### config.mk
export PLATFORM = sky130hd
export DESIGN_NAME = ilv_port_sel
export DESIGN_NICKNAME = d
export VERILOG_FILES = /design/src/rtl/ilv_pkg.sv /design/src/rtl/ilv_slot_match.sv /design/src/rtl/ilv_first_pick.sv /design/src/rtl/ilv_port_extract.sv /design/src/rtl/ilv_port_sel.sv
export SDC_FILE = /design/constraint.sdc
export NUM_CORES = 1
export LEC_CHECK = 0
export CAP_MARGIN = 20
export CORE_AREA = 2 2 347 349
export DETAILED_ROUTE_END_ITERATION = 6
export DIE_AREA = 0 0 349 351
export SLEW_MARGIN = 30
export SYNTH_ARGS = -nofsm -noshare
export SYNTH_HDL_FRONTEND = slang
export SYNTH_SLANG_ARGS = --single-unit
### constraint.sdc
create_clock -name clk_i -period 1 [get_ports clk_i]
set_input_delay 0.15 -clock clk_i [delete_from_list [all_inputs] [get_ports clk_i]]
set_output_delay 0.15 -clock clk_i [all_outputs]
set_load 0.02 [all_outputs]
### src/rtl/ilv_pkg.sv
package ilv_pkg;

  // decoded slot count for the 4-bit capability encoding; 0 when unsupported
  function automatic logic [5:0] slot_count(input logic [3:0] enc);
    logic [5:0] n;
    case (enc)
      4'h0: n = 6'd1;
      4'h1: n = 6'd2;
      4'h2: n = 6'd4;
      4'h3: n = 6'd6;
      4'h4: n = 6'd8;
      4'h5: n = 6'd10;
      4'h6: n = 6'd12;
      4'h7: n = 6'd14;
      4'h8: n = 6'd16;
      4'h9: n = 6'd20;
      4'ha: n = 6'd24;
      4'hb: n = 6'd28;
      4'hc: n = 6'd32;
      default: n = 6'd0;
    endcase
    return n;
  endfunction

  localparam logic [63:0] WIN_MASK = 64'hFFFF_FFFF_F000_0000;

endpackage

### src/rtl/ilv_slot_match.sv
module ilv_slot_match
  import ilv_pkg::*;
#(
  parameter int ADDR_W = 64
) (
  input  logic [ADDR_W-1:0] addr_i,
  input  logic [31:0]       base_lo_i,
  input  logic [31:0]       base_hi_i,
  input  logic [31:0]       size_lo_i,
  input  logic [31:0]       size_hi_i,
  output logic              hit_o
);
  localparam int CMP_W = 65;

  logic [63:0]      base, size;
  logic [CMP_W-1:0] lo_bound, hi_bound, addr_ext;

  assign base     = {base_hi_i, base_lo_i} & WIN_MASK;
  assign size     = {size_hi_i, size_lo_i} & WIN_MASK;
  assign lo_bound = {1'b0, base};
  assign hi_bound = {1'b0, base} + {1'b0, size};  // no wrap at 2^64
  assign addr_ext = CMP_W'(addr_i);
  assign hit_o    = (addr_ext >= lo_bound) && (addr_ext < hi_bound);

endmodule

### src/rtl/ilv_first_pick.sv
module ilv_first_pick #(
  parameter int N     = 4,
  parameter int IDX_W = 2
) (
  input  logic [N-1:0]     cand_i,
  output logic             any_o,
  output logic [IDX_W-1:0] idx_o
);
  always_comb begin
    any_o = 1'b0;
    idx_o = '0;
    for (int i = N - 1; i >= 0; i--) begin
      if (cand_i[i]) begin
        any_o = 1'b1;
        idx_o = IDX_W'(i);
      end
    end
  end
endmodule

### src/rtl/ilv_port_extract.sv
module ilv_port_extract #(
  parameter int ADDR_W = 64
) (
  input  logic [ADDR_W-1:0] addr_i,
  input  logic [3:0]        ig_i,
  input  logic [3:0]        iw_i,
  input  logic [63:0]       tgt_i,
  output logic [7:0]        port_o
);
  logic [4:0] shamt;
  logic [2:0] gran_idx, way_mask, idx;
  logic [1:0] iw_c;

  assign shamt    = {1'b0, ig_i} + 5'd8;
  assign gran_idx = 3'(addr_i >> shamt);
  assign iw_c     = (iw_i > 4'd3) ? 2'd3 : iw_i[1:0];  // list holds 8 entries
  assign way_mask = 3'((4'd1 << iw_c) - 4'd1);
  assign idx      = gran_idx & way_mask;
  assign port_o   = tgt_i[{idx, 3'b000} +: 8];

endmodule

### src/rtl/ilv_port_sel.sv
module ilv_port_sel
  import ilv_pkg::*;
#(
  parameter int NUM_SLOTS = 4,
  parameter int ADDR_W    = 64
) (
  input  logic                        clk_i,
  input  logic                        rst_ni,
  input  logic                        req_i,
  input  logic [ADDR_W-1:0]           addr_i,
  input  logic [3:0]                  cnt_enc_i,
  input  logic [NUM_SLOTS-1:0][31:0]  base_lo_i,
  input  logic [NUM_SLOTS-1:0][31:0]  base_hi_i,
  input  logic [NUM_SLOTS-1:0][31:0]  size_lo_i,
  input  logic [NUM_SLOTS-1:0][31:0]  size_hi_i,
  input  logic [NUM_SLOTS-1:0][3:0]   ig_i,
  input  logic [NUM_SLOTS-1:0][3:0]   iw_i,
  input  logic [NUM_SLOTS-1:0]        committed_i,
  input  logic [NUM_SLOTS-1:0][63:0]  tgt_i,
  output logic                        vld_o,
  output logic                        hit_o,
  output logic [7:0]                  port_o
);
  localparam int IDX_W = (NUM_SLOTS > 1) ? $clog2(NUM_SLOTS) : 1;

  logic [NUM_SLOTS-1:0] in_win, enabled;
  logic [5:0]           scan_n;
  logic                 any_win, hit_d;
  logic [IDX_W-1:0]     sel;
  logic [7:0]           port_d;
  logic                 vld_q, hit_q;
  logic [7:0]           port_q;

  assign scan_n = slot_count(cnt_enc_i);

  for (genvar g = 0; g < NUM_SLOTS; g++) begin : g_slot
    ilv_slot_match #(.ADDR_W(ADDR_W)) u_match (
      .addr_i   (addr_i),
      .base_lo_i(base_lo_i[g]),
      .base_hi_i(base_hi_i[g]),
      .size_lo_i(size_lo_i[g]),
      .size_hi_i(size_hi_i[g]),
      .hit_o    (in_win[g])
    );
    assign enabled[g] = (32'(g) < 32'(scan_n));
  end

  ilv_first_pick #(.N(NUM_SLOTS), .IDX_W(IDX_W)) u_pick (
    .cand_i(in_win & enabled),
    .any_o (any_win),
    .idx_o (sel)
  );

  ilv_port_extract #(.ADDR_W(ADDR_W)) u_extract (
    .addr_i(addr_i),
    .ig_i  (ig_i[sel]),
    .iw_i  (iw_i[sel]),
    .tgt_i (tgt_i[sel]),
    .port_o(port_d)
  );

  // first claimant decides; uncommitted claimant blocks later slots
  assign hit_d = any_win & committed_i[sel];

  always_ff @(posedge clk_i or negedge rst_ni) begin
    if (!rst_ni) begin
      vld_q  <= 1'b0;
      hit_q  <= 1'b0;
      port_q <= 8'h00;
    end else begin
      vld_q <= req_i;
      if (req_i) begin
        hit_q  <= hit_d;
        port_q <= hit_d ? port_d : 8'h00;
      end
    end
  end

  assign vld_o  = vld_q;
  assign hit_o  = hit_q;
  assign port_o = port_q;

endmodule

==> results.rst <==
.. list-table::
   :header-rows: 1

   * - Metric
     - Value
   * - Max Fclk
     - 0.133 GHz
   * - Ys flop type
     - sky130_fd_sc_hd__dfrtp_1
   * - Final weighted congestion in routability-driven placement
     - 0.939
   * - Share of the clock period used by the worst path
     - 752%
   * - Combinational share of power
     - roughly 95%
   * - Iter 0 DRT Violations
     - approximately 1,200
   * - Maximum root-to-sink buffer count
     - 2
   * - Via count
     - 22,725
   * - Pre-antenna DRT Iters
     - 7
   * - Final clock skew
     - 0 ps
   * - Root buffer selected by CTS
     - sky130_fd_sc_hd__clkbuf_16
   * - Library cells used by synthesis
     - 93
   * - Die footprint
     - between 100,000 and 150,000 sq um
   * - Avg Synthesized Cell Area
     - about 7.6 sq um
   * - Total Nets Final
     - 4,917
   * - Hold violation count in the final report
     - 0
   * - Worst EP required
     - 1110 ps
   * - Violated checks
     - design-rule violations, negative setup slack
   * - Insertion delay of the later-clocked pin in the worst-skew pair
     - roughly 240 ps
   * - TritonCTS sink count
     - 10
   * - Effective utilization at floorplan
     - 14.4%
   * - Hold slack
     - 238 ps
   * - Power share of the sequential group
     - 2.0%
   * - Largest stage delay on the critical path
     - 470 ps
   * - Routed wire length
     - between 100 and 150 mm
   * - Outcome
     - finished with violations
   * - Largest voltage drop on the vdd net
     - roughly 0.0009 V
   * - Final setup fails
     - 9
   * - Tmin final
     - about 7500 ps
   * - Share of async-settable or async-resettable flops after synthesis
     - 100%
   * - Mapped Nets
     - ~3,600
   * - Share of synthesized area occupied by flip-flops and latches
     - 1.46%
   * - Average routed wire per standard cell
     - 20.5 um
   * - Remaining global-route overflow
     - 0
   * - Count of yosys warnings during synthesis
     - 0
   * - Category of the worst setup path launch point
     - input port
   * - Cell at the slowest stage of the critical path
     - sky130_fd_sc_hd__clkdlybuf4s50_1
   * - Number of levels in the clock H-tree
     - 1
   * - Global-route wire length before repair
     - 147 mm
   * - Clock Pin Slew Worst Setup and Hold Paths
     - 40 ps
   * - Arrival time reported for the critical path endpoint
     - roughly 7600 ps
   * - Switching Fraction
     - 45.4%
   * - Overall global routing resource usage
     - 16.2%
   * - Flip-flop and latch count after synthesis
     - 10
   * - CTS tree
     - built
   * - Design internal power
     - 16.1 mW
   * - Number of I/O pins
     - 885
   * - Total clock buffers created by CTS
     - 3
   * - Final worst setup slack
     - -6520 ps
   * - Number of enable flip-flop cells after synthesis
     - 0
   * - LEAKAGE
     - between 15 and 20 nW
   * - Initial antenna violation count
     - between 50 and 60
   * - Area inside the core boundary
     - between 100,000 and 150,000 sq um
   * - Number of buffers inserted by port buffering
     - 660
   * - Post-route ant nets
     - 0
   * - Detailed placement HPWL
     - around 96 mm
   * - Chip Width
     - roughly 350 um
   * - Critical path type
     - input port to register
   * - Pin count of the biggest net entering global routing
     - 33
   * - DR DRC count
     - 1
   * - Vias per inst
     - 4.39
   * - Transition time of the tightest slew-check pin
     - 546 ps
   * - Hold Path Class
     - input port to asynchronous set/reset pin
   * - Psw
     - 13.4 mW
   * - Most frequent cell on the critical path
     - sky130_fd_sc_hd__buf_4
   * - Std cell rows
     - between 100 and 150
   * - Netlist area before placement
     - 17,100 sq um
   * - Number of maximum-capacitance constraint violations
     - 0
   * - Largest fanout on the critical path
     - 8
   * - Worst setup EP type
     - register
   * - Clk pwr share
     - 2.8%
   * - Layout area overhead
     - 88.0%
   * - Synth Instances
     - 2,262
   * - Power per cell area
     - 915 nW/um^2
   * - Relative slew slack
     - between 60% and 70%
   * - Via count of the first global-routing pass
     - 22,896
   * - Share of final-layout standard cells stronger than drive strength 1
     - 27.8%
   * - Unrepaired setup endpoints after global routing
     - true
   * - Final max-slew violation count
     - 0
   * - Placement Setup Slack
     - -7890 ps
   * - DIE HEIGHT
     - 351 um
[path summary, 6_finish.rpt]
| kind | start | endpoint | slack, ps | cells after the start |
|---|---|---|---|---|
| setup / recovery | base_hi_i[39] | port_o[3]$_DFFE_PN0P_ | -6520 | 38 |
| hold / removal | rst_ni | port_o[2]$_DFFE_PN0P_ | 240 | 2 |
| setup reg to reg | port_o[7]$_DFFE_PN0P_ | port_o[7]$_DFFE_PN0P_ | 50 | 3 |
| hold reg to reg | hit_o$_DFFE_PN0P_ | hit_o$_DFFE_PN0P_ | 540 | 1 |
| max in group asynchronous | rst_ni | vld_o$_DFF_PN0_ | 600 | 2 |
| min in group clk_i | hit_o$_DFFE_PN0P_ | hit_o$_DFFE_PN0P_ | 540 | 1 |
[worst max-delay path, delay by kind of cell]
kind,cells,cell delay (ps)
AOI/OAI and AO/OA,27,5100
xor gates and xnor gates,1,80
adders and majority gates,2,540
buffers and inverters,7,1420
muxes,1,300
[area by class of cell]
| class | instances | area (sq um) |
|---|---|---|
| antenna | 16 | 40.0 |
| sequential | 10 | 250 |
| multi-input combinational | 2009 | 16900 |
| fill | 12820 | 86800 |
| tap | 1548 | 1940 |
| clock buffer | 4 | 88.8 |
| inverter | 195 | 732 |
| timing repair buffer | 1391 | 12200 |
[layout by cell type, fill, tap and decap left out, types with 44 or more instances in the layout]
| cell type | instances |
|---|---|
| sky130_fd_sc_hd__nor2_1 | 173 |
| sky130_fd_sc_hd__xor2_1 | 68 |
| sky130_fd_sc_hd__mux2_2 | 72 |
| sky130_fd_sc_hd__ha_1 | 411 |
| sky130_fd_sc_hd__nand4_1 | 45 |
| sky130_fd_sc_hd__mux2i_1 | 84 |
| sky130_fd_sc_hd__clkdlybuf4s50_1 | 612 |
| sky130_fd_sc_hd__nand3_1 | 44 |
| sky130_fd_sc_hd__a21o_1 | 114 |
| sky130_fd_sc_hd__buf_4 | 706 |
| sky130_fd_sc_hd__xnor2_1 | 60 |
| sky130_fd_sc_hd__inv_1 | 195 |
| sky130_fd_sc_hd__o21ai_0 | 81 |
| sky130_fd_sc_hd__nand2_1 | 106 |
| sky130_fd_sc_hd__a21oi_1 | 232 |
[power by group through the flow]
stage,Clock (mW),Combinational (mW),Sequential [mW]
after global placement,0,25.2,0.603
after floorplan,0,13.5,0.716
after global routing,0.842,30.3,0.610
after CTS,0.811,27.4,0.593
after detailed placement,0,25.5,0.600
final,0.821,28.1,0.597
[per-stage QoR]
step / TNS [ps] / cell area (sq um) / util [%] / power [mW] / instances
floorplan: -53740 / 17400 / - / 14.2 / 2262
CTS: -59210 / 31700 / 26.6 / 28.8 / 5139
global placement: -69680 / 30900 / 26.0 / 25.8 / 5107
finish: -57240 / 32200 / 27.1 / 29.5 / 5173
global route: -60510 / 32200 / 27.1 / 31.7 / 5169
detailed placement: -70760 / 30900 / 26.0 / 26.1 / 5107
[what timing repair did]
item	CTS	global route
setup buffers	26	22
pin swaps	80	71
gates resized for setup	174	105
setup endpoints to repair	16	10
hold buffers	0	0
cloned	3	2
[per-layer routing]
| layer | up-vias | routed length, um | GRT usage [%] |
|---|---|---|---|
| li1 | 11233 | - | - |
| met1 | 10557 | 49400 | 21.9 |
| met2 | 773 | 47300 | 26.6 |
| met3 | 136 | 6700 | 2.77 |
| met4 | 26 | 2450 | 3.76 |
| met5 | - | 136 | 0 |
[state kept, by name, indices dropped and copies added (netlist names)]
name,count
hit_o,1
port_o,8
vld_o,1
[cell usage after synthesis, types with 16 or more instances]
cell type / instances / share of area, %
sky130_fd_sc_hd__nor2b_1: 28 / 1.0
sky130_fd_sc_hd__o21bai_1: 25 / 1.1
sky130_fd_sc_hd__nand3_1: 47 / 1.4
sky130_fd_sc_hd__or3_1: 17 / 0.62
sky130_fd_sc_hd__nor2_1: 174 / 3.8
sky130_fd_sc_hd__a21oi_1: 250 / 7.3
sky130_fd_sc_hd__a211oi_1: 35 / 1.5
sky130_fd_sc_hd__o21ai_0: 96 / 2.8
sky130_fd_sc_hd__mux2_2: 81 / 5.3
sky130_fd_sc_hd__ha_1: 428 / 31
sky130_fd_sc_hd__nor3_1: 26 / 0.76
sky130_fd_sc_hd__xnor2_1: 60 / 3.1
sky130_fd_sc_hd__clkbuf_1: 24 / 0.53
sky130_fd_sc_hd__inv_1: 195 / 4.3
sky130_fd_sc_hd__nor4_1: 16 / 0.58
sky130_fd_sc_hd__o211ai_1: 26 / 1.1
sky130_fd_sc_hd__nand2_1: 108 / 2.4
sky130_fd_sc_hd__o21a_1: 26 / 1.1
sky130_fd_sc_hd__mux2i_1: 85 / 5.0
sky130_fd_sc_hd__a21o_1: 114 / 5.0
sky130_fd_sc_hd__nand2b_1: 25 / 0.91
sky130_fd_sc_hd__nand4_1: 45 / 1.6
sky130_fd_sc_hd__xor2_1: 68 / 3.5
[cell families (layout without fill, tap and decap cells)]
kind of cell    Yosys count  after routing  share of synthesized area (%)
mux                     177            177                           11.2
other cells               0             16                              0
fa+ha+maj               432            432                           31.7
xor+xnor                128            128                           6.54
compound gates          725            725                           27.6
flops                    10             10                           1.46
simple gates            547            547                           15.9
buf+inv                 243           1590                           5.57
Note: power is estimated with default switching activity, not from simulation.
